[config.mk]
export PLATFORM = sky130hd
export DESIGN_NAME = adc_serial_port
export DESIGN_NICKNAME = d
export VERILOG_FILES = /design/src/rtl/adc_sp_pkg.sv /design/src/rtl/adc_sp_sync.sv /design/src/rtl/adc_sp_rx.sv /design/src/rtl/adc_sp_tx.sv /design/src/rtl/adc_serial_port.sv
export SDC_FILE = /design/constraint.sdc
export NUM_CORES = 1
export LEC_CHECK = 0
export BUFFER_PORTS_ARGS = -buffer_cell sky130_fd_sc_hd__buf_2
export CAP_MARGIN = 20
export CELL_PAD_IN_SITES_DETAIL_PLACEMENT = 0
export CELL_PAD_IN_SITES_GLOBAL_PLACEMENT = 1
export CORE_UTILIZATION = 29
export DETAILED_ROUTE_END_ITERATION = 8
export PLACE_DENSITY_LB_ADDON = 0.08
export SYNTH_ARGS = -nofsm -noshare
export SYNTH_HDL_FRONTEND = slang
export SYNTH_HIERARCHICAL = 1
export SYNTH_SLANG_ARGS = --single-unit
[constraint.sdc]
create_clock -name clk -period 2.8 [get_ports clk]
set_clock_uncertainty 0.05 [all_clocks]
set_input_delay 0.56 -clock clk [delete_from_list [all_inputs] [get_ports clk]]
set_output_delay 0.56 -clock clk [all_outputs]
set_load 0.02 [all_outputs]
[src/rtl/adc_sp_pkg.sv]
// Package: shared types for the half-duplex converter serial port.
// Assumes: nothing beyond IEEE 1800-2017 synthesizable subset.
package adc_sp_pkg;

    // Receive-side phase of one exchange.
    typedef enum logic [1:0] {
        PH_IDLE  = 2'd0,   // select high or no falling edge seen yet
        PH_HUNT  = 2'd1,   // waiting for the start bit
        PH_CFG   = 2'd2,   // shifting in the configuration word
        PH_XMIT  = 2'd3    // configuration done, output side owns the line
    } rx_phase_t;

endpackage

[src/rtl/adc_sp_sync.sv]
// Module: adc_sp_sync
// Brings N asynchronous inputs into the clk domain through a chain of
// STAGES flops each, then flags rising and falling edges of the result.
// Assumes: each input stays stable for more than STAGES+1 clk cycles
// between changes, so no edge is lost.
module adc_sp_sync #(
    parameter int          N         = 3,
    parameter int          STAGES    = 2,
    parameter logic [N-1:0] RESET_VAL = '0
) (
    input  logic         clk,
    input  logic         rst_n,
    input  logic [N-1:0] async_in,
    output logic [N-1:0] sync_out,
    output logic [N-1:0] rise,
    output logic [N-1:0] fall
);

    logic [N-1:0] prev_q;

    for (genvar g = 0; g < N; g++) begin : g_chain
        logic [STAGES-1:0] chain_q;

        // Shift the raw input through the metastability chain.
        always_ff @(posedge clk) begin
            if (!rst_n) begin
                chain_q <= {STAGES{RESET_VAL[g]}};
            end else begin
                chain_q <= {chain_q[STAGES-2:0], async_in[g]};
            end
        end

        assign sync_out[g] = chain_q[STAGES-1];
    end

    // Hold the previous synchronized value for edge detection.
    always_ff @(posedge clk) begin
        if (!rst_n) begin
            prev_q <= RESET_VAL;
        end else begin
            prev_q <= sync_out;
        end
    end

    assign rise = sync_out & ~prev_q;
    assign fall = ~sync_out & prev_q;

endmodule

[src/rtl/adc_sp_rx.sv]
// Module: adc_sp_rx
// Receive sequencer: waits for a select falling edge, hunts for a start
// bit, counts CFG_BITS configuration bits sampled on sclk rising edges and
// reports completion together with the last (channel) bit.
// Assumes: all inputs are already in the clk domain; cs_high is the level
// of the synchronized select and overrides everything else.
module adc_sp_rx
    import adc_sp_pkg::*;
#(
    parameter int CFG_BITS = 3
) (
    input  logic clk,
    input  logic rst_n,
    input  logic cs_high,
    input  logic cs_fall,
    input  logic sclk_rise,
    input  logic din_s,
    output logic cfg_done,
    output logic chan_bit,
    output logic in_xmit
);

    localparam int CNT_W = (CFG_BITS > 1) ? $clog2(CFG_BITS) : 1;
    localparam logic [CNT_W-1:0] LAST_IDX = CNT_W'(CFG_BITS - 1);

    rx_phase_t        phase_q;
    logic [CNT_W-1:0] cnt_q;
    logic             last_bit;

    // The final configuration bit is being sampled this cycle.
    always_comb begin
        last_bit = (phase_q == PH_CFG) && sclk_rise && (cnt_q == LAST_IDX);
    end

    // Phase and bit-count register of the receive side.
    always_ff @(posedge clk) begin
        if (!rst_n) begin
            phase_q <= PH_IDLE;
            cnt_q   <= '0;
        end else if (cs_high) begin
            phase_q <= PH_IDLE;
            cnt_q   <= '0;
        end else begin
            case (phase_q)
                PH_IDLE: begin
                    if (cs_fall) begin
                        phase_q <= PH_HUNT;
                    end
                end
                PH_HUNT: begin
                    if (sclk_rise && din_s) begin
                        phase_q <= PH_CFG;
                        cnt_q   <= '0;
                    end
                end
                PH_CFG: begin
                    if (last_bit) begin
                        phase_q <= PH_XMIT;
                    end else if (sclk_rise) begin
                        cnt_q <= cnt_q + 1'b1;
                    end
                end
                default: begin
                    phase_q <= PH_XMIT;
                end
            endcase
        end
    end

    assign cfg_done = last_bit;
    assign chan_bit = din_s;
    assign in_xmit  = (phase_q == PH_XMIT);

endmodule

[src/rtl/adc_sp_tx.sv]
// Module: adc_sp_tx
// Output sequencer: on each sclk falling edge while enabled, steps an index
// through null bit, MSB-first word, LSB-first repeat from bit 1, then zeros.
// Assumes: sample is stable while in_xmit is high; cs_high clears output.
module adc_sp_tx #(
    parameter int W = 12
) (
    input  logic         clk,
    input  logic         rst_n,
    input  logic         cs_high,
    input  logic         in_xmit,
    input  logic         sclk_fall,
    input  logic [W-1:0] sample,
    output logic         dout,
    output logic         dout_oe
);

    // Index 0 is the null bit, 1..W the MSB-first word, W+1..2W-1 the
    // bit-first repeat from bit 1, and 2W the saturating zero tail.
    localparam int             IDX_MAX_I = 2 * W;
    localparam int             IW        = $clog2(IDX_MAX_I + 1);
    localparam logic [IW-1:0]  IDX_MAX   = IW'(IDX_MAX_I);

    logic [IW-1:0] idx_q;
    logic [IW-1:0] idx_next;
    logic          started_q;

    // Bit value for a given output index.
    function automatic logic bit_at(input logic [W-1:0] s, input logic [IW-1:0] k);
        logic r;
        r = 1'b0;
        for (int i = 0; i < W; i++) begin
            if (int'(k) == W - i) r = s[i];
            if ((i > 0) && (int'(k) == W + i)) r = s[i];
        end
        return r;
    endfunction

    // Next index: start at the null bit, then advance and saturate.
    always_comb begin
        if (!started_q) begin
            idx_next = '0;
        end else if (idx_q == IDX_MAX) begin
            idx_next = idx_q;
        end else begin
            idx_next = idx_q + 1'b1;
        end
    end

    // Drive the line only after falling sclk edges.
    always_ff @(posedge clk) begin
        if (!rst_n) begin
            idx_q     <= '0;
            started_q <= 1'b0;
            dout      <= 1'b0;
            dout_oe   <= 1'b0;
        end else if (cs_high || !in_xmit) begin
            idx_q     <= '0;
            started_q <= 1'b0;
            dout      <= 1'b0;
            dout_oe   <= 1'b0;
        end else if (sclk_fall) begin
            idx_q     <= idx_next;
            started_q <= 1'b1;
            dout      <= bit_at(sample, idx_next);
            dout_oe   <= 1'b1;
        end
    end

endmodule

[src/rtl/adc_serial_port.sv]
// Module: adc_serial_port (top)
// Slave serial port of a two-channel converter: synchronizes select, clock
// and data, runs the receive sequencer, captures the selected channel at
// the end of the configuration word and hands it to the output sequencer.
// Assumes: clk runs at least 2*(SYNC_STAGES+2) times faster than sclk.
module adc_serial_port #(
    parameter int RES_W       = 12,
    parameter int CFG_BITS    = 3,
    parameter int SYNC_STAGES = 2
) (
    input  logic             clk,
    input  logic             rst_n,
    input  logic             cs_n,
    input  logic             sclk,
    input  logic             din,
    input  logic [RES_W-1:0] ch0_data,
    input  logic [RES_W-1:0] ch1_data,
    output logic             dout,
    output logic             dout_oe,
    output logic             conv_start,
    output logic             chan_sel
);

    localparam int SIG_N   = 3;
    localparam int IDX_CS  = 0;
    localparam int IDX_CLK = 1;
    localparam int IDX_DIN = 2;

    logic [SIG_N-1:0] raw_in;
    logic [SIG_N-1:0] s_lvl;
    logic [SIG_N-1:0] s_rise;
    logic [SIG_N-1:0] s_fall;

    logic             cs_s;
    logic             cs_fall;
    logic             sclk_rise;
    logic             sclk_fall;
    logic             din_s;

    logic             cfg_done;
    logic             chan_bit;
    logic             in_xmit;

    logic [RES_W-1:0] sample_q;
    logic             chan_q;
    logic             conv_q;

    assign raw_in[IDX_CS]  = cs_n;
    assign raw_in[IDX_CLK] = sclk;
    assign raw_in[IDX_DIN] = din;

    adc_sp_sync #(
        .N         (SIG_N),
        .STAGES    (SYNC_STAGES),
        .RESET_VAL (3'b001)
    ) u_sync (
        .clk      (clk),
        .rst_n    (rst_n),
        .async_in (raw_in),
        .sync_out (s_lvl),
        .rise     (s_rise),
        .fall     (s_fall)
    );

    assign cs_s      = s_lvl[IDX_CS];
    assign cs_fall   = s_fall[IDX_CS];
    assign sclk_rise = s_rise[IDX_CLK];
    assign sclk_fall = s_fall[IDX_CLK];
    assign din_s     = s_lvl[IDX_DIN];

    adc_sp_rx #(
        .CFG_BITS (CFG_BITS)
    ) u_rx (
        .clk       (clk),
        .rst_n     (rst_n),
        .cs_high   (cs_s),
        .cs_fall   (cs_fall),
        .sclk_rise (sclk_rise),
        .din_s     (din_s),
        .cfg_done  (cfg_done),
        .chan_bit  (chan_bit),
        .in_xmit   (in_xmit)
    );

    // Latch channel and sample when the last configuration bit arrives.
    always_ff @(posedge clk) begin
        if (!rst_n) begin
            sample_q <= '0;
            chan_q   <= 1'b0;
            conv_q   <= 1'b0;
        end else begin
            conv_q <= cfg_done;
            if (cfg_done) begin
                chan_q   <= chan_bit;
                sample_q <= chan_bit ? ch1_data : ch0_data;
            end
        end
    end

    adc_sp_tx #(
        .W (RES_W)
    ) u_tx (
        .clk       (clk),
        .rst_n     (rst_n),
        .cs_high   (cs_s),
        .in_xmit   (in_xmit),
        .sclk_fall (sclk_fall),
        .sample    (sample_q),
        .dout      (dout),
        .dout_oe   (dout_oe)
    );

    assign conv_start = conv_q;
    assign chan_sel   = chan_q;

endmodule

# After elaboration in Yosys (flattened, before gate mapping)
# Index checks and enable logic that the tools add are counted.
[op_classes]
bitwise_logic = 5
n_reduce_logical = 11
mux = 34
eq_ne = 33
addsub = 2
[op_table]
columns = ["cell", "count"]
rows = [
  ["equality test 5 bit (second input constant)", 17],
  ["two-way mux 1 bit", 23],
  ["equality test 5 x 4 -> 1 bit (second input constant)", 4],
  ["two-way mux 12 bit", 1],
  ["two-way mux 2 bit", 6],
  ["equality test 5 x 3 -> 1 bit (second input constant)", 2],
  ["two-way mux 5 bit", 2],
  ["inequality test 2 bit (second input constant)", 4],
  ["equality test 2 bit (second input constant)", 3],
  ["one-hot mux 2 bit (3 select lines)", 1],
  ["adder 5 x 1 -> 5 bit (second input constant)", 1],
  ["equality test 5 x 2 -> 1 bit (second input constant)", 1],
  ["AND 2 bit", 2],
  ["NOT 2 bit", 2],
  ["one-hot mux 2 bit (2 select lines)", 1],
  ["AND reduction 4 bit", 1],
  ["OR reduction 2 bit", 2],
  ["logical AND 1 bit", 3],
  ["AND reduction 3 bit", 1],
  ["adder 2 x 1 -> 2 bit (second input constant)", 1],
  ["equality test 2 x 1 -> 1 bit (second input constant)", 1],
  ["zero test 2 bit", 1],
  ["inequality test 2 x 1 -> 1 bit (second input constant)", 1],
  ["nonzero test 2 bit", 1],
  ["3 further kinds", 3],
]
[totals]
output_inout_bits = 4
in_bits = 29
regBits = 33

# Logic depth before layout (Yosys ltp)
# Gate-level depths: netlist of the first run.
[depth]
word_depth = 27
ltp_mapped = 11
ltp_nobuf = 10

# Hierarchy
# Netlist of the first run, hierarchy kept.
[modules_own_cells]
columns = ["module", "cells_each", "instances", "area_each_um2"]
rows = [
  ["adc_sp_tx", 122, 1, 925.9],
  ["adc_serial_port", 59, 1, 595.6],
  ["adc_sp_sync", 27, 1, 296.5],
  ["adc_sp_rx", 24, 1, 206.4],
]

# Worst setup path before layout of the first run
# No wires, ideal clock.
[synth_path]
path_kind = "reg2reg"
from = "reg u_tx.idx_q[0]"
to = "reg u_tx.dout"
required_time_ns = 2.625
path_buffers = 1
period_less_slack_ns = 2.516
setup_time_ns = 0.125
stages_incl_launch_ff = 12
t_arrival_ns = 2.341
path_slack_ns = 0.284
cell_sequence = "dfxtp_1 -> inv_1 -> ha_1 -> and4b_1 -> buf_6 -> xnor2_4 -> nand3b_2 -> or3_1 -> a21oi_1 -> nor4_2 -> o31ai_1 -> a2bb2oi_1"
[synth_via]
elab_chain_cells = 27
elab_cells_between_ends = 50
[synth_rtl]
columns = ["element", "line_no", "text"]
rows = [
  ["from (decl)", "adc_sp_tx.sv:24", "logic [IW-1:0] idx_q;"],
  ["from (signal assigned)", "adc_sp_tx.sv:63", "idx_q <= idx_next;"],
  ["adder 5 x 1 -> 5 bit / equality test 5 bit (equally long branches)", "adc_sp_tx.sv:46, adc_sp_tx.sv:43", ""],
  ["two-way mux 5 bit *", "adc_sp_tx.sv:43", "end else if (idx_q == IDX_MAX) begin"],
  ["two-way mux 5 bit *", "adc_sp_tx.sv:41", "if (!started_q) begin"],
  ["equality test 5 bit", "adc_sp_tx.sv:33", "if (int'(k) == W - i) r = s[i];"],
  ["two-way mux 1 bit (2 in series)", "adc_sp_tx.sv:33", ""],
  ["two-way mux 1 bit", "adc_sp_tx.sv:34", "if ((i > 0) && (int'(k) == W + i)) r = s[i];"],
  ["two-way mux 1 bit", "adc_sp_tx.sv:33", ""],
  ["two-way mux 1 bit", "adc_sp_tx.sv:34", ""],
  ["[... 10 more ...]", "n/a", ""],
  ["two-way mux 1 bit", "adc_sp_tx.sv:33", ""],
  ["two-way mux 1 bit", "adc_sp_tx.sv:34", ""],
  ["two-way mux 1 bit", "adc_sp_tx.sv:33", ""],
  ["two-way mux 1 bit", "adc_sp_tx.sv:34", ""],
  ["two-way mux 1 bit", "adc_sp_tx.sv:33", ""],
  ["two-way mux 1 bit", "adc_sp_tx.sv:34", ""],
  ["two-way mux 1 bit", "adc_sp_tx.sv:33", ""],
  ["two-way mux 1 bit *", "adc_sp_tx.sv:34", ""],
  ["to (signal assigned)", "adc_sp_tx.sv:65", "dout <= bit_at(sample, idx_next);"],
  ["to (decl)", "adc_sp_tx.sv:14", "output logic dout,"],
]
# Mark *: on every way between the ends. The rest lies on a longest branch, timed or not.
# A chain may end at the register's enable or synchronous reset.

# Worst setup path in the final report of the first run
# Ends and elaborated chain as after synthesis.

==> flow_metrics.py, run 1 <==
metrics = {
    "sta": {
        "relSlewSlack_pct": 69.8,
        "rsz0062_at_grt": "false",
        "report.final.hold_viol_count": 0,
        "setup_viol": 0,
        "fin_crit_sh_pct": 94.3,
        "min_period_ns": 2.64,
        "timing.fmax_ghz": 0.379,
        "worstMarginPinSlew_ns": 0.450,
        "slew_viol_final": 0,
        "setup_tns_ns": 0,
    },
    "min_path": {
        "hold_depth": 1,
        "hold_end": "u_sync/g_chain[0].chain_q[1]",
        "holdCritStartpoint": "u_sync/g_chain[0].chain_q[0]",
        "hold_class": "flop to flop",
    },
    "clocking": {
        "hold_buffers": 0,
        "cts_buffers": 5,
        "cts.sinks": 33,
        "cts_tree": "done",
        "ctsRootBufferMaster": "clkbuf_8",
        "clk_path_buf_depth": 2,
        "clock_latency_ns": 0.28,
        "cts-htree-levels": 2,
        "clk_pin_slew_ns": 0.07,
    },
    "run_status": {
        "violations": "DRC",
        "status": "finished with violations",
    },
    "layout": {
        "fin_cells": 336,
        "fin_nets": 291,
        "area_growth_pct": 16.3,
        "drive_gt1_share_pct": 24.3,
        "finish.instance_area_sq_um": 2290,
        "antenna_cells": 0,
    },
    "worst_setup_path": {
        "worstPathArrival_ns": 2.74,
        "r2r_end": "u_tx/dout",
        "critPathCaptureType": "flop",
        "path_class": "flop to flop",
        "r2r_cells": 10,
        "r2r-start": "u_tx/idx_q[0]",
        "r2r_slack_ns": 0.16,
        "startpoint_type": "flop",
        "cp_max_fo": 6,
        "required_ns": 2.90,
    },
    "drt": {
        "route.detailed.drc": 4,
        "wl_um": 4400,
        "first_pass_iters": 6,
        "vias": 1652,
        "drt_iter0_drc": 61,
        "viasPerCell": 4.92,
        "routedWlPerCell_um": 13.1,
        "antenna_left": 0,
    },
    "floorplan": {
        "ios": 33,
        "fp.dieW_um": 84.5,
        "rows": 29,
        "core_region_area_sq_um": 6460,
        "die_y_um": 84.5,
        "initial_core_util_pct": 30.5,
        "dieArea_sq_um": 7130,
    },
    "pwr": {
        "peakVddDrop_v": 0.000300,
        "powerDensity_nw_per_um2": 413,
        "sequentialPowerShare_pct": 50.2,
        "p_leak_nw": 0.850,
        "p_int_w": 0.000760,
        "swShare_pct": 19.8,
        "pwr-share-clk_pct": 44.8,
        "p_comb_share_pct": 5.0,
        "p_switching_w": 0.000188,
    },
    "run": {
        "maxCapViolations": 0,
    },
    "placed_design": {
        "hpwl_um": 3330,
        "numPlacedInstances": 325,
        "placed_area_sq_um": 2160,
        "io_buffers": 32,
        "finalWeightedCongestion": 0.821,
    },
    "logic_synthesis": {
        "avgSynthCellArea_sq_um": 8.73,
        "synthesis.nets": 258,
        "syn_inst": 226,
        "syn_area_sq_um": 1970,
        "ys.warnings.count": 6,
    },
    "grt": {
        "grt_first_pass_wirelength_um": 7230,
        "globalRouteTotalUtil_pct": 13.0,
        "antenna_found_initial": 0,
        "grt_pass1_vias": 1569,
        "overflow": 0,
        "grt_max_degree": 27,
    },
}
## critical path, cell delays in order, from the launching register on
cell       delay [ns]
dfxtp_2          0.38
inv_1            0.10
ha_1             0.22
and4b_1          0.27
xnor2_4          0.27
nand3b_2         0.16
or3_1            0.38
a21oi_1          0.21
nor4_2           0.08
o31ai_1          0.29
a2bb2oi_1        0.10
## routing by layer
layer / GRT usage, % / part of all wire, % / wire length [um] / up-vias
met5: 0 / 0 / 0 / -
met4: 5.08 / 1.5 / 68 / 0
met3: 3.54 / 3.6 / 160 / 8
met2: 22.2 / 48 / 2120 / 21
met1: 15.6 / 47 / 2050 / 762
li1: - / - / - / 861
## flip-flops by register name, indices dropped and copies added (netlist names)
register                flops
sample_q                   12
u_sync/prev_q               2
chan_sel                    1
conv_start                  1
u_sync/g_chain.chain_q      6
u_rx/cnt_q                  2
u_tx/dout                   1
u_tx/idx_q                  5
u_rx/phase_q                2
u_tx/started_q              1
## cell type report
| type | count | area (sq um) |
|---|---|---|
| timing repair buffer | 44 | 250 |
| multi-input combinational | 168 | 1150 |
| clock inverter | 2 | 35.0 |
| tap | 77 | 96.3 |
| sequential | 33 | 662 |
| fill | 705 | 4170 |
| clock buffer | 5 | 68.8 |
| inverter | 7 | 26.3 |
## worst max-delay path by stage
stage	startpoint	depth (start not counted)	to	slack [ns]
3_3_place_gp	u_tx/idx_q[1]	9	u_tx/dout	0.17
5_1_grt	u_tx/idx_q[1]	9	u_tx/dout	0.06
4_1_cts	u_tx/idx_q[1]	9	u_tx/dout	0.10
2_1_floorplan	u_tx/idx_q[0]	11	u_tx/dout	0.28
3_5_place_dp	u_tx/idx_q[1]	9	u_tx/dout	0.15
6_report	u_tx/idx_q[0]	10	u_tx/dout	0.16
## timing repair
| action | CTS | global route |
|---|---|---|
| setup endpoints to repair | 0 | 1 |
| buffers inserted | 0 | 4 |
| resized for setup | 0 | 2 |
## through the flow
stage | util (%) | hold slack (ns) | total power, W | setup WS [ns]
6_report | 35.5 | 0.360 | 0.000948 | 0.161
5_1_grt | 35.5 | 0.397 | 0.000998 | 0.0565
4_1_cts | 35.0 | 0.361 | 0.000969 | 0.102
3_5_place_dp | 33.4 | 0.344 | 0.000535 | 0.152
3_3_place_gp | 33.4 | 0.338 | 0.000535 | 0.170
2_1_floorplan | - | 0.336 | 0.000514 | 0.284
## cell usage in the layout, fill, tap and decap left out, types with 3 or more instances in the layout
| cell type | instances |
|---|---|
| dfxtp_1 | 32 |
| clkbuf_8 | 5 |
| mux2i_1 | 16 |
| inv_1 | 7 |
| nor2b_1 | 6 |
| a21oi_1 | 22 |
| buf_4 | 12 |
| nor2_1 | 15 |
| nand2b_1 | 8 |
| xnor2_1 | 6 |
| nand3_1 | 5 |
| and2_1 | 8 |
| buf_2 | 32 |
| or3_1 | 4 |
| and3_1 | 5 |
| a211oi_1 | 3 |
| nand2_1 | 12 |
| o21ai_0 | 17 |
| nand4_1 | 3 |
## power groups by stage
stage               sequential, W  combinational [W]  clock (W)
floorplan                0.000486          0.0000276          0
global placement         0.000486          0.0000488          0
detailed placement       0.000486          0.0000489          0
CTS                      0.000475          0.0000490   0.000444
global route             0.000476          0.0000534   0.000469
finish                   0.000476          0.0000472   0.000425
No activity file was read; power rests on OpenSTA's default activity.
==> run 2, diff against run 1 <==
--- a/config.mk
+++ b/config.mk
@@ -14,5 +14,4 @@
 export PLACE_DENSITY_LB_ADDON = 0.08
 export SYNTH_ARGS = -nofsm -noshare
 export SYNTH_HDL_FRONTEND = slang
-export SYNTH_HIERARCHICAL = 1
 export SYNTH_SLANG_ARGS = --single-unit
==> flow_metrics.py, run 2 <==
metrics = {
    "run_status": {
        "status": "complete, no violations",
    },
    "worst_setup_path": {
        "worstPathArrival_ns": 2.75,
        "crit_chain": "inv_1 -> ha_1 -> or3b_1 -> mux2i_4 -> nand4_1 -> a31oi_1 -> o221ai_1 -> a31o_1 -> a41oi_1",
        "cp_max_fo": 8,
        "required_ns": 2.96,
        "path_class": "flop to flop",
        "startpoint_type": "flop",
        "r2r_slack_ns": 0.21,
        "r2r_cells": 9,
        "critPathSlowestCell": "dfxtp_1",
        "slowest_delay_ns": 0.50,
        "r2r-start": "u_tx.idx_q[1]",
        "cp.buffers_inverters": 1,
        "cp_top_family": "compound AO/OA/AOI/OAI gates",
        "critPathCaptureType": "flop",
        "r2r_end": "u_tx.dout",
    },
    "clocking": {
        "cts_tree": "done",
        "cts-htree-levels": 2,
        "cts.sinks": 33,
        "cts_buffers": 5,
        "clk_pin_slew_ns": 0.07,
        "clock_latency_ns": 0.29,
        "ctsRootBufferMaster": "clkbuf_8",
        "post-cts-setup-buffers": 0,
        "clk_path_buf_depth": 2,
    },
    "layout": {
        "regMostFlops": "sample_q",
        "finalCoreUtilization_pct": 36.1,
        "reg.largest.list": "sample_q (12), u_sync.g_chain.chain_q (6), u_tx.idx_q (5)",
        "drive_gt1_share_pct": 22.8,
        "finish.instance_area_sq_um": 2280,
        "fin_nets": 290,
        "largest_reg_flops": 12,
        "antenna_cells": 0,
        "final_cell_mix": "dfxtp_1 (32), buf_2 (32), nor2_1 (24), nand2_1 (16), mux2i_1 (15)",
        "area_growth_pct": 20.4,
    },
    "logic_synthesis": {
        "avgSynthCellArea_sq_um": 8.64,
        "synthTopCellsByCount": "dfxtp_1 (33), nor2_1 (24), nand2_1 (16)",
        "synth_most_common_cell": "dfxtp_1",
        "ys_seq_area_share_pct": 34.9,
        "synthesis.nets": 251,
        "synth_ff_type": "dfxtp_1",
        "synth_top_cells_by_area": "dfxtp_1 (35%), mux2i_1 (7.9%), o211a_1 (6.3%), nor2_1 (4.8%), mux2i_4 (3.6%)",
        "syn_inst": 219,
        "yosys.area.top_type_share_pct": 34.9,
        "ys_types": 46,
        "yosys_register_bits": 33,
        "synth_edf_count": 0,
        "synth_top_cell_by_area": "dfxtp_1",
        "ys.warnings.count": 0,
        "async_flop_share_pct": 0,
        "syn_area_sq_um": 1890,
    },
    "min_path": {
        "hold_end": "u_sync.g_chain[0].chain_q[1]",
        "holdCritStartpoint": "u_sync.g_chain[0].chain_q[0]",
        "hold_depth": 1,
        "hold_class": "flop to flop",
    },
    "drt": {
        "wl_um": 4580,
        "route.detailed.drc": 0,
        "first_pass_iters": 6,
        "drt_iter0_drc": 69,
        "routedWlPerCell_um": 13.6,
        "antenna_left": 0,
        "vias": 1676,
        "viasPerCell": 4.99,
    },
    "sta": {
        "rsz0062_at_grt": "false",
        "worst_slack_ns": 0.211,
        "hold_ws_ns": 0.359,
        "setup_tns_ns": 0,
        "timing.fmax_ghz": 0.386,
        "worstMarginPinSlew_ns": 0.682,
        "report.final.hold_viol_count": 0,
        "min_period_ns": 2.59,
        "fin_crit_sh_pct": 92.5,
        "relSlewSlack_pct": 54.4,
        "setup_viol": 0,
        "slew_viol_final": 0,
    },
    "grt": {
        "grt_max_degree": 28,
        "globalRouteTotalUtil_pct": 14.8,
        "overflow": 0,
        "antenna_found_initial": 0,
        "grt_pass1_vias": 1532,
        "grt_first_pass_wirelength_um": 7400,
    },
    "pwr": {
        "p_leak_nw": 0.976,
        "powerDensity_nw_per_um2": 394,
        "peakVddDrop_v": 0.000188,
    },
    "placed_design": {
        "dpl_worst_slack_ns": 0.198,
        "hpwl_um": 3540,
        "finalWeightedCongestion": 0.781,
        "io_buffers": 32,
        "placed_area_sq_um": 2180,
    },
    "floorplan": {
        "fp.dieW_um": 82.8,
        "dieArea_sq_um": 6850,
        "die_y_um": 82.8,
        "rows": 29,
        "core_region_area_sq_um": 6310,
        "initial_core_util_pct": 30.0,
        "ios": 33,
    },
    "run": {
        "maxCapViolations": 0,
    },
}
run 2: layout make-up:
class                           instances  area (sq um)
Clock inverter                          2          13.8
Sequential cell                        33           662
Timing Repair Buffer                   42           235
Fill cell                             694          4040
Inverter                                8          30.0
Tap cell                               77          96.3
Multi-Input combinational cell        168          1160
Clock buffer                            6          82.6
run 2: per-layer routing:
| layer | share of wire (%) | global-route usage [%] | vias up |
|---|---|---|---|
| met2 | 42 | 22.5 | 32 |
| met5 | 0 | 0 | - |
| met4 | 1.4 | 5.69 | 0 |
| li1 | - | - | 873 |
| met1 | 53 | 20.2 | 764 |
| met3 | 3.6 | 3.28 | 7 |
run 2: cells by family (layout without fill, tap and decap cells):
kind of cell / after synthesis / count (layout) / share of synthesized area [%]
and+or+nand+nor: 89 / 89 / 24.1
AOI/OAI and AO/OA: 51 / 51 / 19.7
DFF: 33 / 33 / 34.9
muxes: 20 / 20 / 12.9
buffers and inverters: 18 / 58 / 4.10
xor gates and xnor gates: 5 / 5 / 2.31
adders and majority gates: 3 / 3 / 1.98
run 2: what timing repair did:
item,4_1_cts,5_1_grt
hold buffers,0,0
setup endpoints to repair,0,1
gates resized for setup,0,2
run 2: worst reg2reg max path: cells and delay by family, from the launching register on:
| kind | cells | cell delay, ns |
|---|---|---|
| adder cells (fa/ha/maj) | 1 | 0.35 |
| AO/OA/AOI/OAI | 4 | 0.75 |
| multiplexers | 1 | 0.20 |
| flip-flops | 1 | 0.50 |
| buffers and inverters | 1 | 0.10 |
| AND/OR/NAND/NOR | 2 | 0.57 |
run 2: how the worst max path moves through the flow:
stage                  startpoint   endpoint  slack [ns]  cells past startpoint
floorplan           u_tx.idx_q[0]  u_tx.dout        0.36                     10
global placement    u_tx.idx_q[0]  u_tx.dout        0.18                      9
detailed placement  u_tx.idx_q[0]  u_tx.dout        0.20                      9
CTS                 u_tx.idx_q[0]  u_tx.dout        0.17                      9
global route        u_tx.idx_q[1]  u_tx.dout       0.007                      9
finish              u_tx.idx_q[1]  u_tx.dout        0.21                      9
run 2: per-stage QoR:
stage / instances / total power (W)
2_1_floorplan: 219 / 0.000509
3_3_place_gp: 328 / 0.000533
3_5_place_dp: 328 / 0.000533
4_1_cts: 336 / 0.000918
5_1_grt: 336 / 0.000949
6_report: 336 / 0.000899
run 2: where the power goes:
group | leakage, nW | internal (W) | total, W | switching (W)
Clock | 0.0512 | 0.000199 | 0.000377 | 0.000178
Sequential | 0.268 | 0.000474 | 0.000478 | 0.00000424
Combinational | 0.657 | 0.0000258 | 0.0000432 | 0.0000173
Total | 0.976 | 0.000699 | 0.000899 | 0.000200
==> run 3, diff against run 2 <==
--- a/config.mk
+++ b/config.mk
@@ -9,6 +9,7 @@
 export CAP_MARGIN = 20
 export CELL_PAD_IN_SITES_DETAIL_PLACEMENT = 0
 export CELL_PAD_IN_SITES_GLOBAL_PLACEMENT = 1
+export CORE_ASPECT_RATIO = 2
 export CORE_UTILIZATION = 29
 export DETAILED_ROUTE_END_ITERATION = 8
 export PLACE_DENSITY_LB_ADDON = 0.08
==> flow_metrics.py, run 3 (synthesized netlist as in run 2, its figures left out) <==
metrics = {
    "clocking": {
        "ctsRootBufferMaster": "clkbuf_16",
        "cts-htree-levels": 2,
        "cts.sinks": 33,
        "clk_pin_slew_ns": 0.05,
        "post-cts-setup-buffers": 0,
        "cts_tree": "done",
        "cts_resized": 0,
        "clk_path_buf_depth": 2,
        "cts_buffers": 5,
        "clock_latency_ns": 0.28,
        "hold_buffers": 0,
    },
    "worst_setup_path": {
        "r2r_cells": 9,
        "required_ns": 2.90,
        "slowest_delay_ns": 0.41,
        "path_class": "flop to flop",
        "critPathSlowestCell": "mux2_2",
        "critPathCaptureType": "flop",
        "cp_max_fo": 11,
        "startpoint_type": "flop",
        "crit_chain": "buf_4 -> ha_1 -> and3_1 -> mux2_2 -> nor3_1 -> a22o_1 -> a21oi_1 -> a2bb2oi_1 -> a41oi_1",
        "worstPathArrival_ns": 2.62,
    },
    "floorplan": {
        "dieArea_sq_um": 6870,
        "core_region_area_sq_um": 6310,
        "initial_core_util_pct": 30.0,
        "rows": 41,
        "die_y_um": 116,
        "fp.dieW_um": 59.1,
        "ios": 33,
    },
    "placed_design": {
        "hpwl_um": 4010,
        "finalWeightedCongestion": 0.921,
        "io_buffers": 32,
    },
    "layout": {
        "final_cell_mix": "dfxtp_1 (33), buf_2 (32), nor2_1 (24), nand2_1 (16), mux2i_1 (15)",
        "area_growth_pct": 23.1,
        "regMostFlops": "sample_q",
        "largest_reg_flops": 12,
        "drive_gt1_share_pct": 21.3,
        "final_common_cell": "dfxtp_1",
        "reg.largest.list": "sample_q (12), u_sync.g_chain.chain_q (6), u_tx.idx_q (5)",
        "fin_nets": 290,
        "antenna_cells": 0,
    },
    "pwr": {
        "powerDensity_nw_per_um2": 455,
        "peakVddDrop_v": 0.000348,
        "p_total_w": 0.00106,
        "p_leak_nw": 0.989,
    },
    "sta": {
        "setup_viol": 0,
        "worstMarginPinSlew_ns": 0.617,
        "report.final.hold_viol_count": 0,
        "timing.fmax_ghz": 0.397,
        "relSlewSlack_pct": 58.8,
        "slew_viol_final": 0,
        "rsz0062_at_grt": "false",
        "fin_crit_sh_pct": 90.0,
        "setup_tns_ns": 0,
        "min_period_ns": 2.52,
    },
    "min_path": {
        "hold_depth": 1,
        "hold_class": "flop to flop",
    },
    "grt": {
        "grt_max_degree": 28,
        "antenna_found_initial": 0,
        "overflow": 0,
        "globalRouteTotalUtil_pct": 16.6,
        "grt_first_pass_wirelength_um": 8250,
        "grt_pass1_vias": 1723,
    },
    "drt": {
        "antenna_left": 0,
        "route.met3.wl_um": 116,
        "drt_iter0_drc": 35,
        "routedWlPerCell_um": 14.7,
        "dr.max_layer_used": "met4",
        "first_pass_iters": 4,
        "route.detailed.drc": 0,
        "vias": 1715,
        "drt-met1-wl_um": 1860,
        "viasPerCell": 4.99,
        "met2_length_um": 2750,
        "wl_um": 5040,
    },
    "run_status": {
        "status": "complete, no violations",
    },
    "run": {
        "maxCapViolations": 0,
    },
}
[run 3: per-stage QoR]
| step | util (%) | cells | hold WS (ns) | setup WS, ns | instance area [sq um] |
|---|---|---|---|---|---|
| floorplan | - | 219 | 0.336 | 0.359 | 1890 |
| global placement | 34.7 | 337 | 0.342 | 0.284 | 2190 |
| detailed placement | 34.7 | 337 | 0.346 | 0.291 | 2190 |
| CTS | 36.9 | 344 | 0.360 | 0.271 | 2330 |
| global route | 36.9 | 344 | 0.366 | 0.0325 | 2330 |
| finish | 36.9 | 344 | 0.358 | 0.279 | 2330 |
[run 3: path summary, 6_finish.rpt]
path | start | end | slack [ns]
max | u_tx.idx_q[0] | u_tx.dout | 0.28
min | u_sync.g_chain[0].chain_q[0] | u_sync.g_chain[0].chain_q[1] | 0.36
max reg2reg | u_tx.idx_q[0] | u_tx.dout | 0.28
min reg2reg | u_sync.g_chain[0].chain_q[0] | u_sync.g_chain[0].chain_q[1] | 0.36
[run 3: power by group]
| group | switching [W] | internal (W) |
|---|---|---|
| Clock | 0.000187 | 0.000349 |
| Combinational | 0.0000185 | 0.0000263 |
| Sequential | 0.00000411 | 0.000475 |
| Total | 0.000210 | 0.000850 |
[run 3: cell type report]
type,instances,area [sq um]
multi-input combinational,168,1150
timing repair buffer,42,235
sequential,33,661
inverter,8,30.0
fill,713,3980
tap,86,108
clock buffer,7,143
[run 3: critical path, delay by kind of cell (launching register included)]
kind                       cells  cell delay, ns
and+or+nand+nor                2            0.65
muxes                          1            0.41
AOI/OAI and AO/OA              4            0.57
buffers and inverters          1            0.17
DFF                            1            0.32
adders and majority gates      1            0.23
[run 3: per-layer routing]
metal / vias up / track usage (%)
met2: 38 / 30.5
met1: 790 / 15.2
met5: - / 0
met4: 0 / 13.3
met3: 19 / 3.21
li1: 868 / -
